### src/rtl/tmr_pkg.sv
package tmr_pkg;
  localparam int NUM_DOM   = 3;
  localparam int DOM_SEL_W = 2;
endpackage

### src/rtl/tmr_maj3.sv
module tmr_maj3 #(
  parameter int WIDTH = 8
) (
  input  logic [WIDTH-1:0] a,
  input  logic [WIDTH-1:0] b,
  input  logic [WIDTH-1:0] c,
  output logic [WIDTH-1:0] y
);
  // Bitwise two-of-three vote.
  always_comb y = (a & b) | (a & c) | (b & c);
endmodule

### src/rtl/tmr_minority.sv
module tmr_minority #(
  parameter int WIDTH = 8
) (
  input  logic [WIDTH-1:0] own,
  input  logic [WIDTH-1:0] peer_a,
  input  logic [WIDTH-1:0] peer_b,
  output logic             flag
);
  // Raised when some bit of this domain differs from both peers.
  always_comb flag = |((own ^ peer_a) & (own ^ peer_b));
endmodule

### src/rtl/tmr_domain.sv
module tmr_domain #(
  parameter int               WIDTH     = 8,
  parameter logic [WIDTH-1:0] RESET_VAL = '0,
  parameter int               IDX_W     = 3,
  parameter int               DOM_IDX   = 0
) (
  input  logic                                clk,
  input  logic                                rst,
  input  logic [WIDTH-1:0]                    din,
  input  logic [tmr_pkg::NUM_DOM-1:0][WIDTH-1:0] q_all,
  input  logic [tmr_pkg::NUM_DOM-1:0][WIDTH-1:0] comb_all,
  input  logic                                inj_hit,
  input  logic [IDX_W-1:0]                    inj_bit,
  output logic [WIDTH-1:0]                    q,
  output logic [WIDTH-1:0]                    comb,
  output logic [WIDTH-1:0]                    dout,
  output logic                                err
);
  localparam int PEER_A = (DOM_IDX + 1) % tmr_pkg::NUM_DOM;
  localparam int PEER_B = (DOM_IDX + 2) % tmr_pkg::NUM_DOM;

  logic [WIDTH-1:0] next_val;
  logic [WIDTH-1:0] flip_mask;

  // Domain function: accumulate own register with own input copy.
  always_comb comb = q + din;

  // Feedback voter: the register reloads the agreed result, which repairs upsets.
  tmr_maj3 #(.WIDTH(WIDTH)) u_next_vote (
    .a(comb_all[0]), .b(comb_all[1]), .c(comb_all[2]), .y(next_val)
  );

  always_comb flip_mask = WIDTH'(1) << inj_bit;

  always_ff @(posedge clk) begin
    if (rst)          q <= RESET_VAL;
    else if (inj_hit) q <= next_val ^ flip_mask;
    else              q <= next_val;
  end

  // Output voter.
  tmr_maj3 #(.WIDTH(WIDTH)) u_out_vote (
    .a(q_all[0]), .b(q_all[1]), .c(q_all[2]), .y(dout)
  );

  // Minority detector.
  tmr_minority #(.WIDTH(WIDTH)) u_minority (
    .own(q), .peer_a(q_all[PEER_A]), .peer_b(q_all[PEER_B]), .flag(err)
  );
endmodule

### src/rtl/tmr_reg_stage.sv
module tmr_reg_stage #(
  parameter int               WIDTH     = 8,
  parameter logic [WIDTH-1:0] RESET_VAL = '0,
  localparam int              IDX_W     = (WIDTH > 1) ? $clog2(WIDTH) : 1
) (
  input  logic                                   clk,
  input  logic                                   rst,
  input  logic [tmr_pkg::NUM_DOM-1:0][WIDTH-1:0] din,
  input  logic                                   inj_en,
  input  logic [tmr_pkg::DOM_SEL_W-1:0]          inj_dom,
  input  logic [IDX_W-1:0]                       inj_bit,
  output logic [tmr_pkg::NUM_DOM-1:0][WIDTH-1:0] dout,
  output logic [tmr_pkg::NUM_DOM-1:0]            mismatch
);
  import tmr_pkg::*;

  logic [NUM_DOM-1:0][WIDTH-1:0] q_all;
  logic [NUM_DOM-1:0][WIDTH-1:0] comb_all;
  logic [NUM_DOM-1:0]            inj_hit;

  for (genvar k = 0; k < NUM_DOM; k++) begin : g_dom
    // Selector value 3 matches no domain.
    assign inj_hit[k] = inj_en && (inj_dom == DOM_SEL_W'(k));

    tmr_domain #(
      .WIDTH(WIDTH), .RESET_VAL(RESET_VAL), .IDX_W(IDX_W), .DOM_IDX(k)
    ) u_domain (
      .clk(clk), .rst(rst), .din(din[k]),
      .q_all(q_all), .comb_all(comb_all),
      .inj_hit(inj_hit[k]), .inj_bit(inj_bit),
      .q(q_all[k]), .comb(comb_all[k]),
      .dout(dout[k]), .err(mismatch[k])
    );
  end
endmodule

### config.mk
export PLATFORM = sky130hd
export DESIGN_NAME = tmr_reg_stage
export DESIGN_NICKNAME = d
export VERILOG_FILES = /design/src/rtl/tmr_pkg.sv /design/src/rtl/tmr_maj3.sv /design/src/rtl/tmr_minority.sv /design/src/rtl/tmr_domain.sv /design/src/rtl/tmr_reg_stage.sv
export SDC_FILE = /design/constraint.sdc
export NUM_CORES = 1
export LEC_CHECK = 0
export BUFFER_PORTS_ARGS = -buffer_cell sky130_fd_sc_hd__buf_2
export CAP_MARGIN = 20
export CORE_MARGIN = 2
export CORE_UTILIZATION = 55
export DETAILED_ROUTE_END_ITERATION = 7
export HOLD_SLACK_MARGIN = 0.15
export PLACE_DENSITY = 0.77
export SYNTH_ARGS = -nofsm -noshare
export SYNTH_HDL_FRONTEND = slang
export SYNTH_SLANG_ARGS = --single-unit
### constraint.sdc
create_clock -name clk -period 4.4 [get_ports clk]
set_clock_uncertainty 0.2 [all_clocks]
set_input_delay 0.88 -clock clk [delete_from_list [all_inputs] [get_ports clk]]
set_output_delay 0.88 -clock clk [all_outputs]
set_load 0.01 [all_outputs]
==> results of run 1 <==
## metal layers
metal | share of wire [%] | GRT usage (%)
met1 | 46 | 29.8
met4 | 1.2 | 5.27
met3 | 4.2 | 2.01
met2 | 49 | 43.1
met5 | 0 | 0
## report_power, final
part	total (µW)	internal [µW]	switching, µW
Clock	141	79.5	61.1
Sequential	436	316	120
Combinational	1840	839	996
Total	2410	1230	1180
## cell type report
cell class                      count  share of cell area, %
Multi-Input combinational cell    290                   70.1
Sequential cell                    24                   15.3
Timing Repair Buffer               58                   9.21
Tap cell                           70                   2.78
Clock buffer                        4                   1.75
Inverter                            8                  0.953
## Yosys cell counts (7+ instances only)
library cell	n
nor2_1	42
a21oi_1	9
xor2_1	11
dfxtp_1	24
a21o_1	8
o21ai_0	12
ha_1	45
nor3b_1	11
nand2_1	11
buf_4	19
inv_1	8
nand3_1	7
xnor2_1	16
a22oi_1	12
a211oi_1	8
or3_1	15
## worst max-delay path by stage
stage	startpoint	end	cells past startpoint
finish	din[8]	g_dom[2].u_domain.q[6]	9
floorplan	din[0]	g_dom[0].u_domain.q[6]	9
detailed placement	din[16]	g_dom[2].u_domain.q[6]	9
CTS	din[16]	g_dom[2].u_domain.q[6]	9
global placement	din[0]	g_dom[1].u_domain.q[6]	10
global route	din[8]	g_dom[2].u_domain.q[6]	9
## stage by stage
| stage | total power [µW] | instances | worst slack (ps) | instance area, µm² |
|---|---|---|---|---|
| after global routing | 2640 | 454 | 1260 | 3150 |
| after floorplan | 1940 | 346 | 1410 | 2890 |
| after global placement | 2200 | 450 | 1200 | 3100 |
| after detailed placement | 2250 | 450 | 1140 | 3100 |
| after CTS | 2400 | 454 | 1410 | 3150 |
| final | 2410 | 454 | 1400 | 3150 |
## placed cells by master (no fill, tap or decap), drive strengths merged, types with 2 or more instances in the layout
cell,n
buf,58
ha,45
nor2,42
dfxtp,24
xnor2,16
or3,15
o21ai,14
a22oi,12
nor3b,11
nand2,11
xor2,11
a21oi,9
inv,8
a211oi,8
a21o,8
nand3,7
maj3,7
nor3,6
nor2b,6
nand4,5
and3,5
or3b,5
nand3b,4
clkbuf,4
o21a,3
o211ai,3
a221oi,3
and2,3
fa,3
a2111oi,3
or2,3
o211a,2
nor4,2
nand2b,2
a311oi,2
o21bai,2
mux2i,2
a211o,2
## worst reg2reg max path, stage by stage (launching register included)
cell and delay, ps:
dfxtp_1 390, ha_1 210, inv_1 60, fa_1 430
nand2b_1 180, a2111oi_0 390, a311oi_1 100, maj3_2 380
xor2_1 200, nor2_1 50
## kinds of logic after synthesis
family / synth area share, %
AO/OA/AOI/OAI: 18.9
multiplexers: 0.692
flip-flops: 16.6
buffers and inverters: 7.13
AND/OR/NAND/NOR: 24.6
XOR/XNOR: 8.17
adder cells (fa/ha/maj): 24.0
==> results.yml, run 1 <==
min_path:
  hp-class: "reg2reg"
  min_from: "g_dom[1].u_domain.q[7]"
  min_path_cells: 5
  min_to: "g_dom[0].u_domain.q[7]"
timing:
  fmax_ghz: 0.333
  hold_ws_ps: 756
  drv_slew: 0
  tns_ps: 0
  timing.final.crit_period_ps: 3000
  period_share_pct: 68.3
  relSlewSlack_pct: 58.1
  rsz0062_at_grt: "no"
  hold_viol_final: 0
  tightest_slew_ps: 627
  setup_viol: 0
grt:
  grt_antenna_before_repair: 0
  grt_pass1_vias: 2469
  grt_remaining_overflow: 0
  track_usage_pct: 23.5
  grt_max_degree: 28
  grt_pass1_wl_um: 11300
worst_setup_path:
  crit_slowest_cell: "fa_1"
  worstPathCellList: "buf_2, ha_1, fa_1, a211oi_1, nor2_1, a211oi_1, maj3_2, xor2_1, nor2_1"
  crit_path_max_fanout: 3
  r2r_slack_ps: 1680
  timing.rr.end: "g_dom[2].u_domain.q[6]"
  cp.buffers_inverters: 1
  timing.rr.start: "g_dom[0].u_domain.q[0]"
  reg2regPathDepth: 9
  endpoint_kind: "flop"
  cp_top_family: "adder cells"
  startpoint_type: "primary input"
  critical_path_class: "in2reg"
  crit_required_ps: 4340
  worstPathArrival_ps: 2940
  cp_slowest_stage_delay_ps: 450
placement:
  io_buffer_count: 58
  hpwl_um: 5850
  gp_congestion: 0.883
routing:
  ant_nets: 0
  via_count: 2608
  vias_per_cell: 5.74
  drt-total-wl_um: 6890
  drc: 0
  drt_iter0_markers: 160
  post_drt_wl_per_cell_um: 15.2
  first_pass_iters: 4
cts:
  cts-resized-gates: 0
  root_buffer: "clkbuf_8"
  clkTransAtPathRegs_ps: 80
  cts_setup_buffers: 0
  cts_tree: "yes"
  htree_levels: 1
  clk_latency_ps: 250
  cts.sinks: 24
  cts_buffer_depth: 2
  numCtsBuffers: 3
  hold_buffers: 0
logic_synthesis:
  ys_async_sr_fraction_pct: 0
  synth.yosys.seq_area_share_pct: 16.6
  avgSynthCellArea_um2: 8.36
  synth_top_area_share_pct: 19.5
  synth_top_cell_by_area: "ha_1"
  ys_ff_latch: 24
  synth_cells: 346
  synth.area.top_cells: "ha_1, dfxtp_1, nor2_1"
  synthFlopType: "dfxtp_1"
  syn-cell-area_um2: 2890
  synth_cell_types: 53
  yosysWarnings: 0
  synth-edff-count: 0
  synthesis.nets: 426
final_layout:
  largestRegisters: "g_dom.u_domain.q: 24 flops"
  multi_input_area_um2: 2210
  n_antenna_cell: 0
  drive_gt1_share_pct: 19.8
  fill_cells: 480
  fin_util_pct: 61.7
  seq_area_um2: 480
  regMostFlops: "g_dom.u_domain.q"
  nets: 465
  largest_reg_flops: 24
  syn_to_final_growth_pct: 8.86
power:
  peakVddDrop_mv: 0.294
  p_per_area_nw_per_um2: 766
  p_leak_uw: 0.00151
floorplanning:
  dieArea_um2: 5860
  rows: 26
  die_w_um: 76.5
  ios: 59
  coreArea_um2: 5110
  die_y_um: 76.5
  start_util_pct: 56.7
flow_run:
  maxCapViolCount: 0
run_status:
  outcome: "finished clean"
(Power assumes the default switching activity.)
==> run 2: changes to the inputs <==
- ABC_AREA: default -> 1
- PLACE_DENSITY: 0.77 -> 0.76
- clock period: 4.4 -> 2.8 ns (I/O delays scaled with it)
==> results.yml, run 2 <==
cts:
  root_buffer: "clkbuf_8"
  clkTransAtPathRegs_ps: 90
  htree_levels: 1
  clk_latency_ps: 270
  hold_buffers: 0
  cts_setup_buffers: 0
  cts-resized-gates: 0
  numCtsBuffers: 3
  cts_buffer_depth: 2
  cts.sinks: 24
  cts_tree: "yes"
final_layout:
  n_antenna_cell: 0
  layout_commonest_cell: "nand2_1"
  drive_gt1_share_pct: 15.1
  layout_common_cells: "nand2_1, inv_1, nand3_1, buf_2, ha_1"
  largestRegisters: "g_dom.u_domain.q: 24 flops"
  regMostFlops: "g_dom.u_domain.q"
  layout.cells.non_filler: 581
  largest_reg_flops: 24
  nets: 590
  syn_to_final_growth_pct: 9.18
worst_setup_path:
  r2r_slack_ps: 420
  timing.rr.end: "g_dom[1].u_domain.q[2]"
  timing.rr.start: "g_dom[0].u_domain.q[0]"
  worstPathArrival_ps: 1820
  cp-startpoint: "g_dom[2].u_domain.q[0]"
  reg2regPathDepth: 8
  crit_path_max_fanout: 3
  worstSetupEndpoint: "mismatch[2]"
  crit_required_ps: 2040
  endpoint_kind: "output pin"
  startpoint_type: "flop"
  critical_path_class: "reg2out"
placement:
  gp_congestion: 0.946
  post-place-ws_ps: 164
  io_buffer_count: 58
  hpwl_um: 6350
  place_inst: 577
grt:
  grt_pass1_vias: 2769
  track_usage_pct: 25.6
  grt_pass1_wl_um: 12600
  grt_max_degree: 16
  grt_antenna_before_repair: 0
  grt_remaining_overflow: 0
logic_synthesis:
  synth_top_cell_by_area: "ha_1"
  ys_async_sr_fraction_pct: 0
  synth_cell_types: 33
  synth_cells: 471
  avgSynthCellArea_um2: 6.48
  synthesis.nets: 551
  yosysWarnings: 0
  post-synth-top-count-cell: "nand2_1"
  synth.top_cells.by_count: "nand2_1, inv_1, nand3_1, ha_1, dfxtp_1"
  synth.yosys.seq_area_share_pct: 15.7
  synth_top_area_share_pct: 18.4
  synthFlopType: "dfxtp_1"
  ys_ff_latch: 24
  synth.area.top_cells: "ha_1, dfxtp_1, nand2_1"
  synth-edff-count: 0
  syn-cell-area_um2: 3050
routing:
  drt-total-wl_um: 7580
  drt_iter0_markers: 175
  first_pass_iters: 4
  via_count: 2985
  post_drt_wl_per_cell_um: 13.0
  drc: 0
  vias_per_cell: 5.14
  ant_nets: 0
timing:
  timing.final.crit_period_ps: 2580
  tns_ps: 0
  setup_ws_ps: 217
  tightest_slew_ps: 549
  relSlewSlack_pct: 63.0
  hold_viol_final: 0
  period_share_pct: 92.3
  drv_slew: 0
  rsz0062_at_grt: "no"
  setup_viol: 0
  hold_ws_ps: 455
  fmax_ghz: 0.387
power:
  p_switching_uw: 2120
  power.internal_uw: 1890
  p_per_area_nw_per_um2: 1210
  p_leak_uw: 0.00214
  power_frac_clock_pct: 7.5
  pwr-share-seq_pct: 16.7
  p_comb_share_pct: 75.8
  peakVddDrop_mv: 0.573
  switching_share_pct: 52.9
min_path:
  hp-class: "in2reg"
floorplanning:
  dieArea_um2: 6170
  die_y_um: 78.5
  coreArea_um2: 5440
  ios: 59
  die_w_um: 78.5
  rows: 27
  start_util_pct: 56.2
run_status:
  outcome: "finished clean"
flow_run:
  maxCapViolCount: 0
==> run 2: cell types whose count changed after synthesis, moves of 6 or more <==
cell      before  now
a211oi_1       8    0
a21o_1         8    1
a21oi_1        9   20
a22oi_1       12    0
inv_1          8   90
maj3_1         6    0
nand2_1       11  120
nand2_2        0    6
nand3_1        7   59
nor2_1        42    9
nor2b_1        6    0
nor3b_1       11    0
or3_1         15    8
xnor2_1       16    6
==> run 2: layout make-up <==
cell class                      instances  area, µm²
Fill cell                             503       2100
Multi-Input combinational cell        333       2060
Sequential cell                        24        480
Inverter                               90        338
Timing Repair Buffer                   58        290
Tap cell                               72       90.1
Clock buffer                            3       41.3
Clock inverter                          1       30.0
==> run 2: critical path, cell delays in order, from the launching register on <==
cell and delay [ps]:
dfxtp_1 420, ha_1 280, a22o_1 230, a221oi_1 310, nand3_1 140, buf_2 170
==> run 2: kinds of logic (layout without fill, tap and decap cells) <==
| kind of cell | Yosys count | count (layout) | share of synthesized area [%] |
|---|---|---|---|
| AOI/OAI and AO/OA | 43 | 43 | 8.07 |
| and+or+nand+nor | 224 | 224 | 33.9 |
| adders and majority gates | 49 | 49 | 20.8 |
| xor gates and xnor gates | 17 | 17 | 4.87 |
| buffers and inverters | 114 | 152 | 16.7 |
| DFF | 24 | 24 | 15.7 |
==> run 2: how the worst min path moves through the flow <==
| stage | from | to | slack (ps) | cells past startpoint |
|---|---|---|---|---|
| 2_1_floorplan | inj_dom[0] | g_dom[0].u_domain.q[6] | 560 | 4 |
| 3_3_place_gp | g_dom[1].u_domain.q[0] | g_dom[0].u_domain.q[0] | 720 | 5 |
| 3_5_place_dp | inj_dom[0] | g_dom[0].u_domain.q[7] | 730 | 5 |
| 4_1_cts | inj_dom[0] | g_dom[0].u_domain.q[7] | 460 | 5 |
| 5_1_grt | inj_dom[0] | g_dom[0].u_domain.q[5] | 460 | 5 |
| 6_report | inj_dom[0] | g_dom[0].u_domain.q[7] | 460 | 5 |
==> run 2: metal layers <==
layer	GRT usage, %	wire (µm)
met4	6.32	87
met1	34.5	3620
met2	43.5	3440
met5	0	0
met3	3.10	436
==> run 2: stage by stage <==
stage	utilization, %	total power [µW]	cell area, µm²
floorplan	-	3130	3050
global placement	60.0	3580	3260
detailed placement	60.0	3670	3260
CTS	61.3	4000	3330
global route	61.3	4500	3330
finish	61.3	4020	3330
==> run 2: power groups by stage <==
stage                     sequential (µW)  combinational (µW)  clock [µW]
after floorplan                       602                2530           0
after global placement                665                2920           0
after detailed placement              672                3000           0
after CTS                             665                3030         305
after global routing                  693                3480         324
final                                 670                3050         303
==> run 3: changes to the inputs <==
- CAP_MARGIN: 20 -> 25
- clock period: 2.8 -> 2.9 ns (I/O delays scaled with it)
==> results.yml, run 3 (synthesis gave the netlist of run 2 again) <==
routing:
  first_pass_iters: 5
  drc: 0
  ant_nets: 0
  post_drt_wl_per_cell_um: 13.0
  via_count: 3034
  drt_iter0_markers: 153
  drt-total-wl_um: 7550
  vias_per_cell: 5.21
placement:
  hpwl_um: 6420
  gp_congestion: 0.919
  io_buffer_count: 58
  placed_cell_area_um2: 3270
  post-place-ws_ps: 240
  place_inst: 578
timing:
  setup_viol: 0
  tightest_slew_ps: 531
  tns_ps: 0
  relSlewSlack_pct: 64.5
  timing.final.crit_period_ps: 2530
  hold_viol_final: 0
  drv_slew: 0
  rsz0062_at_grt: "no"
  fmax_ghz: 0.396
  hold_ws_ps: 472
  setup_ws_ps: 375
  period_share_pct: 87.1
worst_setup_path:
  cp-startpoint: "g_dom[1].u_domain.q[0]"
  startpoint_type: "flop"
  worstPathCellList: "ha_1, a22o_1, a221oi_1, nand3_1, buf_2"
  cp_slowest_stage_delay_ps: 360
  timing.rr.start: "g_dom[0].u_domain.q[0]"
  crit_path_max_fanout: 3
  endpoint_kind: "output pin"
  critical_path_class: "reg2out"
  crit_required_ps: 2120
  timing.rr.end: "g_dom[2].u_domain.q[2]"
  r2r_slack_ps: 460
  crit_slowest_cell: "dfxtp_1"
  worstSetupEndpoint: "mismatch[2]"
  worstPathArrival_ps: 1750
  reg2regPathDepth: 8
final_layout:
  nets: 591
  largestRegisters: "g_dom.u_domain.q: 24 flops"
  drive_gt1_share_pct: 15.3
  regMostFlops: "g_dom.u_domain.q"
  layout_commonest_cell: "nand2_1"
  largest_reg_flops: 24
  multi_input_area_um2: 2060
  stdcell_area_um2: 3330
  syn_to_final_growth_pct: 8.89
  n_antenna_cell: 0
  layout_common_cells: "nand2_1, inv_1, nand3_1, buf_2, ha_1"
  seq_area_um2: 480
  layout.cells.non_filler: 582
  fill_cells: 535
cts:
  hold_buffers: 0
  htree_levels: 1
  cts.sinks: 24
  root_buffer: "clkbuf_8"
  clk_latency_ps: 270
  clkTransAtPathRegs_ps: 80
  cts_tree: "yes"
  cts_buffer_depth: 2
  numCtsBuffers: 3
  cts-resized-gates: 0
  cts_setup_buffers: 0
grt:
  grt_remaining_overflow: 0
  grt_pass1_wl_um: 12400
  grt_antenna_before_repair: 0
  track_usage_pct: 25.3
  grt_max_degree: 16
  grt_pass1_vias: 2701
min_path:
  hp-class: "in2reg"
floorplanning:
  start_util_pct: 56.2
  die_y_um: 78.5
  ios: 59
  rows: 27
  die_w_um: 78.5
  coreArea_um2: 5440
  dieArea_um2: 6170
power:
  peakVddDrop_mv: 0.606
  p_per_area_nw_per_um2: 1150
  p_leak_uw: 0.00213
run_status:
  outcome: "finished clean"
flow_run:
  maxCapViolCount: 0
==> run 3: per-stage QoR <==
| step | utilization (%) | power [µW] |
|---|---|---|
| after floorplan | - | 3030 |
| after global placement | 60.1 | 3490 |
| after detailed placement | 60.1 | 3570 |
| after CTS | 61.1 | 3820 |
| after global routing | 61.1 | 4280 |
| final | 61.1 | 3840 |
==> run 3: area by class of cell <==
| cell class | instances | share of cell area [%] |
|---|---|---|
| timing repair buffer | 59 | 8.95 |
| clock buffer | 4 | 1.66 |
| multi-input combinational | 333 | 62.1 |
| sequential | 24 | 14.4 |
| tap | 72 | 2.71 |
| inverter | 90 | 10.2 |
==> run 3: how the worst min path moves through the flow <==
| stage | slack, ps | endpoint | startpoint | cells after the start |
|---|---|---|---|---|
| after global placement | 730 | g_dom[0].u_domain.q[0] | g_dom[2].u_domain.q[0] | 5 |
| final | 470 | g_dom[0].u_domain.q[6] | inj_dom[0] | 5 |
| after detailed placement | 760 | g_dom[0].u_domain.q[4] | inj_dom[0] | 5 |
| after CTS | 470 | g_dom[0].u_domain.q[4] | inj_dom[0] | 5 |
| after floorplan | 580 | g_dom[0].u_domain.q[6] | inj_dom[0] | 4 |
| after global routing | 500 | g_dom[0].u_domain.q[5] | inj_dom[0] | 5 |
==> run 3: routing by layer <==
layer	track usage (%)	share of wire, %
met5	0	0
met4	6.32	1.6
met3	1.03	6.0
met2	42.7	46
met1	35.2	46
==> run 3: critical path, delay by kind of cell (launching register included) <==
kind                       cells  cell delay (ps)
AOI/OAI and AO/OA              2              510
DFF                            1              360
adders and majority gates      1              320
buffers and inverters          1              160
and+or+nand+nor                1              130
==> run 3: where the power goes <==
| group | switching (µW) | leakage, µW | internal, µW |
|---|---|---|---|
| registers | 171 | 0.000200 | 475 |
| clock network | 108 | 0.0000288 | 121 |
| logic | 1770 | 0.00191 | 1190 |
| total | 2050 | 0.00213 | 1790 |
